### src/rtl/gpio_ix_pkg.sv
// Shared selector codes and widths for the indexed-port GPIO controller.
package gpio_ix_pkg;
    localparam int DW = 8;
    localparam logic [7:0] SEL_VER  = 8'h00;
    localparam logic [7:0] SEL_CTRL = 8'h9F;
    localparam logic [7:0] SEL_IN   = 8'hA0;
    localparam logic [7:0] SEL_OUT  = 8'hA1;
    localparam logic [7:0] SEL_DIR  = 8'hA4;
    localparam logic [7:0] SEL_TRI  = 8'hA5;
    localparam logic [7:0] SEL_IE   = 8'hA6;
    localparam logic [7:0] SEL_POL  = 8'hA7;
    localparam logic [7:0] CTRL_RST = 8'h81;
    localparam logic [7:0] DIR_RST  = 8'hF0;
    localparam int CTRL_EN_BIT   = 0;
    localparam int CTRL_STRAP_BIT = 1;
    localparam int CTRL_IRQ_BIT  = 3;
endpackage

### src/rtl/gpio_ix_sync.sv
// Two-flop synchroniser, one chain per pin.
// Assumes pins are asynchronous to clk; reset clears both stages.
module gpio_ix_sync #(
    parameter int N = 8
) (
    input  logic         clk,
    input  logic         rst_n,
    input  logic [N-1:0] async_in,
    output logic [N-1:0] sync_out
);
    generate
        for (genvar g = 0; g < N; g++) begin : g_chain
            logic s1, s2;
            // Two-stage capture of one pin.
            always_ff @(posedge clk) begin
                if (!rst_n) begin
                    s1 <= 1'b0;
                    s2 <= 1'b0;
                end else begin
                    s1 <= async_in[g];
                    s2 <= s1;
                end
            end
            assign sync_out[g] = s2;
        end
    endgenerate
endmodule

### src/rtl/gpio_ix_irq.sv
// Per-pin edge detector with sticky pending flags.
// Assumes level_in is already synchronous. When a set and a clear reach
// the same pin in one cycle, the set wins.
module gpio_ix_irq #(
    parameter int N = 8
) (
    input  logic         clk,
    input  logic         rst_n,
    input  logic [N-1:0] level_in,
    input  logic [N-1:0] ie,
    input  logic [N-1:0] pol,
    input  logic [N-1:0] clr,
    output logic [N-1:0] pend
);
    logic [N-1:0] prev_q;
    logic [N-1:0] hit;

    // Remember last synchronised level for edge comparison.
    always_ff @(posedge clk) begin
        if (!rst_n) prev_q <= '0;
        else        prev_q <= level_in;
    end

    // Select rising or falling edge per pin, masked by enable.
    always_comb begin
        for (int i = 0; i < N; i++)
            hit[i] = ie[i] & (pol[i] ? (level_in[i] & ~prev_q[i])
                                     : (~level_in[i] & prev_q[i]));
    end

    // Sticky flags: set on hit, clear on host request.
    always_ff @(posedge clk) begin
        if (!rst_n) pend <= '0;
        else        pend <= hit | (pend & ~clr);
    end

    generate
        for (genvar g = 0; g < N; g++) begin : g_chk
            // a flag only rises for an enabled pin.
            assert_rise_needs_ie_R7: assert property (@(posedge clk) disable iff (!rst_n)
                $rose(pend[g]) |-> $past(ie[g]));
            // a flag only drops after a clear request.
            assert_fall_needs_clr_R9: assert property (@(posedge clk) disable iff (!rst_n)
                $fell(pend[g]) |-> $past(clr[g]));
        end
    endgenerate
endmodule

### src/rtl/gpio_ix_regs.sv
// Host port decode and register file behind the selector/window pair.
// Assumes one access per cycle, qualified by host_cs; reads are combinational.
module gpio_ix_regs
    import gpio_ix_pkg::*;
#(
    parameter logic [7:0] VERSION = 8'h21
) (
    input  logic          clk,
    input  logic          rst_n,
    input  logic          host_cs,
    input  logic          host_wr,
    input  logic          host_addr,
    input  logic [DW-1:0] host_wdata,
    output logic [DW-1:0] host_rdata,
    input  logic          strap,
    input  logic [DW-1:0] pin_level,
    output logic [DW-1:0] ctrl_q,
    output logic [DW-1:0] out_q,
    output logic [DW-1:0] dir_q,
    output logic [DW-1:0] tri_q,
    output logic [DW-1:0] ie_q,
    output logic [DW-1:0] pol_q,
    output logic [DW-1:0] clr_mask
);
    logic [DW-1:0] sel_q;
    logic          wr_sel, wr_win;
    logic          mapped;

    assign wr_sel = host_cs & host_wr & ~host_addr;
    assign wr_win = host_cs & host_wr &  host_addr;

    // Selector register.
    always_ff @(posedge clk) begin
        if (!rst_n)      sel_q <= '0;
        else if (wr_sel) sel_q <= host_wdata;
    end

    // Writable registers, decoded by selector.
    always_ff @(posedge clk) begin
        if (!rst_n) begin
            ctrl_q <= CTRL_RST;
            out_q  <= '0;
            dir_q  <= DIR_RST;
            tri_q  <= '0;
            ie_q   <= '0;
            pol_q  <= '0;
        end else if (wr_win) begin
            case (sel_q)
                SEL_CTRL: ctrl_q <= host_wdata & ~(8'(1) << CTRL_STRAP_BIT);
                SEL_OUT:  out_q  <= host_wdata;
                SEL_DIR:  dir_q  <= host_wdata;
                SEL_TRI:  tri_q  <= host_wdata;
                SEL_IE:   ie_q   <= host_wdata;
                SEL_POL:  pol_q  <= host_wdata;
                default:  ;
            endcase
        end
    end

    // Clear pulses for pending flags.
    assign clr_mask = (wr_win && sel_q == SEL_IN) ? host_wdata : '0;

    // Read mux; unmapped selectors read zero.
    always_comb begin
        mapped = 1'b1;
        host_rdata = '0;
        if (!host_addr) host_rdata = sel_q;
        else begin
            case (sel_q)
                SEL_VER:  host_rdata = VERSION;
                SEL_CTRL: begin
                    host_rdata = ctrl_q;
                    host_rdata[CTRL_STRAP_BIT] = strap;
                end
                SEL_IN:   host_rdata = pin_level;
                SEL_OUT:  host_rdata = out_q;
                SEL_DIR:  host_rdata = dir_q;
                SEL_TRI:  host_rdata = tri_q;
                SEL_IE:   host_rdata = ie_q;
                SEL_POL:  host_rdata = pol_q;
                default:  mapped = 1'b0;
            endcase
        end
    end

    // selector holds what was written.
    assert_sel_load_R1: assert property (@(posedge clk) disable iff (!rst_n)
        $past(wr_sel) |-> sel_q == $past(host_wdata));
    // writes through an unmapped selector change nothing.
    assert_unmapped_quiet_R10: assert property (@(posedge clk) disable iff (!rst_n)
        (wr_win && !mapped) |=> ($stable(ctrl_q) && $stable(out_q) && $stable(dir_q)
                                 && $stable(tri_q) && $stable(ie_q) && $stable(pol_q)));
    // the strap bit is never stored.
    assert_strap_not_stored_R3: assert property (@(posedge clk) disable iff (!rst_n)
        $past(wr_win && sel_q == SEL_CTRL) |-> !ctrl_q[CTRL_STRAP_BIT]);
endmodule

### src/rtl/gpio_ix_top.sv
// Indexed-port GPIO controller: register file, pin enables, synchroniser and
// edge interrupts. Assumes strap_in is static and pads are external.
module gpio_ix_top
    import gpio_ix_pkg::*;
#(
    parameter logic [7:0] VERSION = 8'h21
) (
    input  logic          clk,
    input  logic          rst_n,
    input  logic          host_cs,
    input  logic          host_wr,
    input  logic          host_addr,
    input  logic [DW-1:0] host_wdata,
    output logic [DW-1:0] host_rdata,
    input  logic          strap_in,
    input  logic [DW-1:0] pin_in,
    output logic [DW-1:0] pin_out,
    output logic [DW-1:0] pin_oe,
    output logic          irq
);
    logic [DW-1:0] ctrl_q, out_q, dir_q, tri_q, ie_q, pol_q, clr_mask;
    logic [DW-1:0] level, pend;

    gpio_ix_regs #(.VERSION(VERSION)) regs_i (
        .clk(clk), .rst_n(rst_n),
        .host_cs(host_cs), .host_wr(host_wr), .host_addr(host_addr),
        .host_wdata(host_wdata), .host_rdata(host_rdata),
        .strap(strap_in), .pin_level(level),
        .ctrl_q(ctrl_q), .out_q(out_q), .dir_q(dir_q), .tri_q(tri_q),
        .ie_q(ie_q), .pol_q(pol_q), .clr_mask(clr_mask)
    );

    gpio_ix_sync #(.N(DW)) sync_i (
        .clk(clk), .rst_n(rst_n), .async_in(pin_in), .sync_out(level)
    );

    gpio_ix_irq #(.N(DW)) irq_i (
        .clk(clk), .rst_n(rst_n), .level_in(level), .ie(ie_q), .pol(pol_q),
        .clr(clr_mask), .pend(pend)
    );

    // Pin drive: enable, direction and no tri-state override.
    assign pin_out = out_q;
    assign pin_oe  = {DW{ctrl_q[CTRL_EN_BIT]}} & dir_q & ~tri_q;
    // Interrupt line: gated OR of pending flags.
    assign irq     = ctrl_q[CTRL_IRQ_BIT] & (|pend);

    // the line is quiet whenever nothing is pending.
    assert_irq_needs_pend_R8: assert property (@(posedge clk) disable iff (!rst_n)
        (pend == '0) |-> !irq);
endmodule

### config.mk
export PLATFORM = sky130hd
export DESIGN_NAME = gpio_ix_top
export DESIGN_NICKNAME = d
export VERILOG_FILES = /design/src/rtl/gpio_ix_pkg.sv /design/src/rtl/gpio_ix_sync.sv /design/src/rtl/gpio_ix_irq.sv /design/src/rtl/gpio_ix_regs.sv /design/src/rtl/gpio_ix_top.sv
export SDC_FILE = /design/constraint.sdc
export NUM_CORES = 1
export LEC_CHECK = 0
export ABC_AREA = 1
export BUFFER_PORTS_ARGS = -buffer_cell sky130_fd_sc_hd__buf_2
export CAP_MARGIN = 5
export CORE_UTILIZATION = 24
export DETAILED_ROUTE_END_ITERATION = 16
export GPL_ROUTABILITY_DRIVEN = 1
export PLACE_DENSITY = 0.51
export SYNTH_ARGS = -nofsm -noshare
export SYNTH_HDL_FRONTEND = slang
export SYNTH_SLANG_ARGS = --single-unit
### constraint.sdc
create_clock -name clk -period 1.7 [get_ports clk]
set_clock_uncertainty 0.15 [all_clocks]
set_input_delay 0.085 -clock clk [delete_from_list [all_inputs] [get_ports clk]]
set_output_delay 0.085 -clock clk [all_outputs]
set_load 0.01 [all_outputs]
==> metrics.yaml <==
grt_max_degree: 33
fmax_mhz: 499
antenna_left: 0
grt_pass1_vias: 3723
n_antenna_cell: 0
r2r-end: "regs_i.dir_q[4]$_SDFFE_PN1P_"
crit_arrival_ns: 1.77
wirelength_mm: 13.6
cts_buffers: 9
dieArea_um2: 17200
drc: 0
postLayoutSetupSlackWorst_ns: -0.306
max_cap_viol_count: 0
critPathKind: "reg2out"
clockBufferDepth: 2
drt_iter0_drc: 239
finalSetupViolCount: 10
overflow: 0
dp_hpwl_mm: 9.16
r2r_start: "regs_i.sel_q[6]$_SDFFE_PN0P_"
violations: "setup timing"
r2r_slack_ns: -0.01
cts_max_level: 3
final.setup.tns_ns: -2.29
ys_seq_area_share_pct: 43.4
cp_max_fo: 8
via_per_inst: 4.46
tritoncts: "built"
start_util_pct: 24.9
die_w_um: 131
hold_class: "in2reg"
clk_latency_ns: 0.35
synth_nets: 589
hold_viol_final: 0
synth_warnings: 0
reg2reg_depth: 10
syn_avg_cell_area_um2: 7.08
clkTransAtPathRegs_ns: 0.07
hold_depth: 5
rows: 46
hold_slack_ns: 0.187
core_area_um2: 16100
rsz0062_at_grt: "yes"
seqCellArea_um2: 1760
wl_per_cell_um: 15.2
tightest_slew_ns: 0.570
holdPathEnd: "regs_i.out_q[5]$_SDFFE_PN0P_"
grt_usage_pct: 15.9
ys_types: 28
drtPass1Iterations: 4
min_period_ns: 2.01
multi_input_area_um2: 2180
p_leak_nw: 2.60
syn_area_um2: 4010
p_per_area_nw_per_um2: 793
worst_setup_path_end_kind: "primary output"
area_growth_pct: 43.5
final_layout_size_suffix_gt1_share_pct: 30.0
ir_worst_vdd_uv: 462
post-route-period-util_pct: 118
cts_num_sinks: 87
grt_pass1_wl_mm: 20.8
worstHoldStart: "host_addr"
place_congestion: 0.816
place.port_buffers: 46
start_kind: "flop"
status: "complete, but fails checks"
top_level_ports: 47
relSlewSlack_pct: 62.0
via_count: 3990
drv_slew: 0
clockRootBuffer: "clkbuf_16"
synth_seq_cells: 87
worstPathRequired_ns: 1.46
grt_antenna_before_repair: 0
fill_cells: 1726
die_y_um: 131
synthCells: 567
nNetsFinal: 696
[registers in the layout, summed over array words and instances, names as in the netlist]
name	flops
irq_i.pend	8
irq_i.prev_q	8
regs_i.dir_q	8
regs_i.ie_q	8
regs_i.out_q	8
regs_i.pol_q	8
regs_i.sel_q	8
regs_i.tri_q	8
sync_i.g_chain.s1	8
sync_i.g_chain.s2	8
regs_i.ctrl_q	7
[metrics by stage]
step           cell area (µm²)  instances  setup WS [ns]  util, %  total power, mW
6_report                  5760        895         -0.306     35.7             4.57
5_1_grt                   5760        895         -0.399     35.7             4.74
4_1_cts                   5500        884         -0.289     34.1             4.57
3_5_place_dp              4640        836        -0.0446     28.8             2.46
3_3_place_gp              4640        836        -0.0802     28.8             2.47
2_1_floorplan             4010        567          0.234        -             2.31
[cells by family after synthesis]
family,after synthesis,synth area share (%)
AOI/OAI and AO/OA,113,15.0
DFF,87,43.4
and+or+nand+nor,268,31.7
buffers and inverters,99,9.92
[Yosys cell counts]
library cell | number | share of area [%]
nand4_1 | 1 | 0.16
buf_4 | 1 | 0.19
dfxtp_1 | 87 | 43
nand2_1 | 151 | 14
nand2_4 | 1 | 0.28
a21oi_1 | 58 | 7.2
o211ai_1 | 14 | 2.6
inv_1 | 74 | 6.9
o21ai_1 | 1 | 0.12
nand3_2 | 2 | 0.50
or2_2 | 1 | 0.16
nor2_8 | 4 | 2.0
nor3_1 | 4 | 0.50
clkinv_2 | 1 | 0.12
nor4_1 | 2 | 0.31
buf_2 | 9 | 1.1
buf_6 | 1 | 0.28
nor2_4 | 6 | 1.7
inv_2 | 3 | 0.28
nand2_2 | 4 | 0.62
nand3_1 | 51 | 6.4
inv_4 | 1 | 0.16
nor4_4 | 1 | 0.53
nor2_1 | 37 | 3.5
clkbuf_1 | 9 | 0.84
o21ai_0 | 40 | 5.0
nand3_4 | 2 | 0.87
nor2_2 | 1 | 0.16
[cell usage in the layout, fill, tap and decap left out, types with 4 or more instances in the layout]
cell / Yosys / layout
a21oi_1: 58 / 55
buf_12: 0 / 7
buf_2: 9 / 46
buf_4: 1 / 25
buf_6: 1 / 10
clkbuf_16: 0 / 9
dfxtp_1: 87 / 79
dfxtp_2: 0 / 5
dlygate4sd3_1: 0 / 17
inv_1: 74 / 72
inv_2: 3 / 4
nand2_1: 151 / 131
nand2_2: 4 / 19
nand2_4: 1 / 4
nand3_1: 51 / 36
nand3_2: 2 / 17
nand3_4: 2 / 4
nor2_1: 37 / 30
nor2_2: 1 / 7
nor2_4: 6 / 11
nor2_8: 4 / 4
nor3_1: 4 / 4
o211ai_1: 14 / 14
o21ai_0: 40 / 23
o21ai_1: 1 / 10
o21ai_2: 0 / 8
[final cells by class]
| type | instances | share of cell area, % |
|---|---|---|
| clock buffer | 10 | 3.98 |
| clock inverter | 6 | 1.19 |
| inverter | 79 | 5.32 |
| multi-input combinational | 387 | 37.9 |
| sequential | 87 | 30.5 |
| tap | 216 | 4.69 |
| timing repair buffer | 110 | 16.3 |
[layer usage]
layer / wire length [µm] / part of all wire, % / track usage, % / up-vias
li1: - / - / - / 2043
met1: 6480 / 48 / 21.3 / 1831
met2: 6360 / 47 / 25.5 / 101
met3: 633 / 4.6 / 3.74 / 15
met4: 165 / 1.2 / 3.88 / 0
met5: 0 / 0 / 0 / -
[power breakdown]
group,total [mW],switching [mW],internal [mW]
registers,2.10,0.0293,2.07
clock network,2.03,0.883,1.15
logic,0.436,0.262,0.174
[critical path: stages, from the launching register on]
cell and delay (ns):
dfxtp_2 0.33, inv_2 0.07, nand2_4 0.07, nor2_8 0.17, buf_12 0.13, buf_8 0.12, nand3_2 0.08, nand2_2 0.11
nor2_4 0.04, nand2_2 0.06, nand2_1 0.05, nand2_1 0.06, buf_2 0.12
[timing repair]
action	in CTS	in global routing
setup buffers	8	9
pin swaps	18	26
hold buffers	17	0
endpoints found under the hold margin	23	0
setup endpoints to repair	17	40
gates cloned	7	2
resized for setup	58	64
[how the worst max path moves through the flow]
stage                                       from                  endpoint  slack, ns  cells past startpoint
floorplan           regs_i.sel_q[1]$_SDFFE_PN0P_  irq_i.pend[6]$_SDFF_PN0_       0.23                      8
global placement    regs_i.sel_q[2]$_SDFFE_PN0P_             host_rdata[7]      -0.08                      9
detailed placement  regs_i.sel_q[2]$_SDFFE_PN0P_             host_rdata[3]      -0.04                      9
CTS                 regs_i.sel_q[4]$_SDFFE_PN0P_             host_rdata[7]      -0.29                     12
global route        regs_i.sel_q[6]$_SDFFE_PN0P_             host_rdata[7]      -0.40                     12
finish              regs_i.sel_q[6]$_SDFFE_PN0P_             host_rdata[7]      -0.31                     12
No activity file was read; power rests on OpenSTA's default activity.
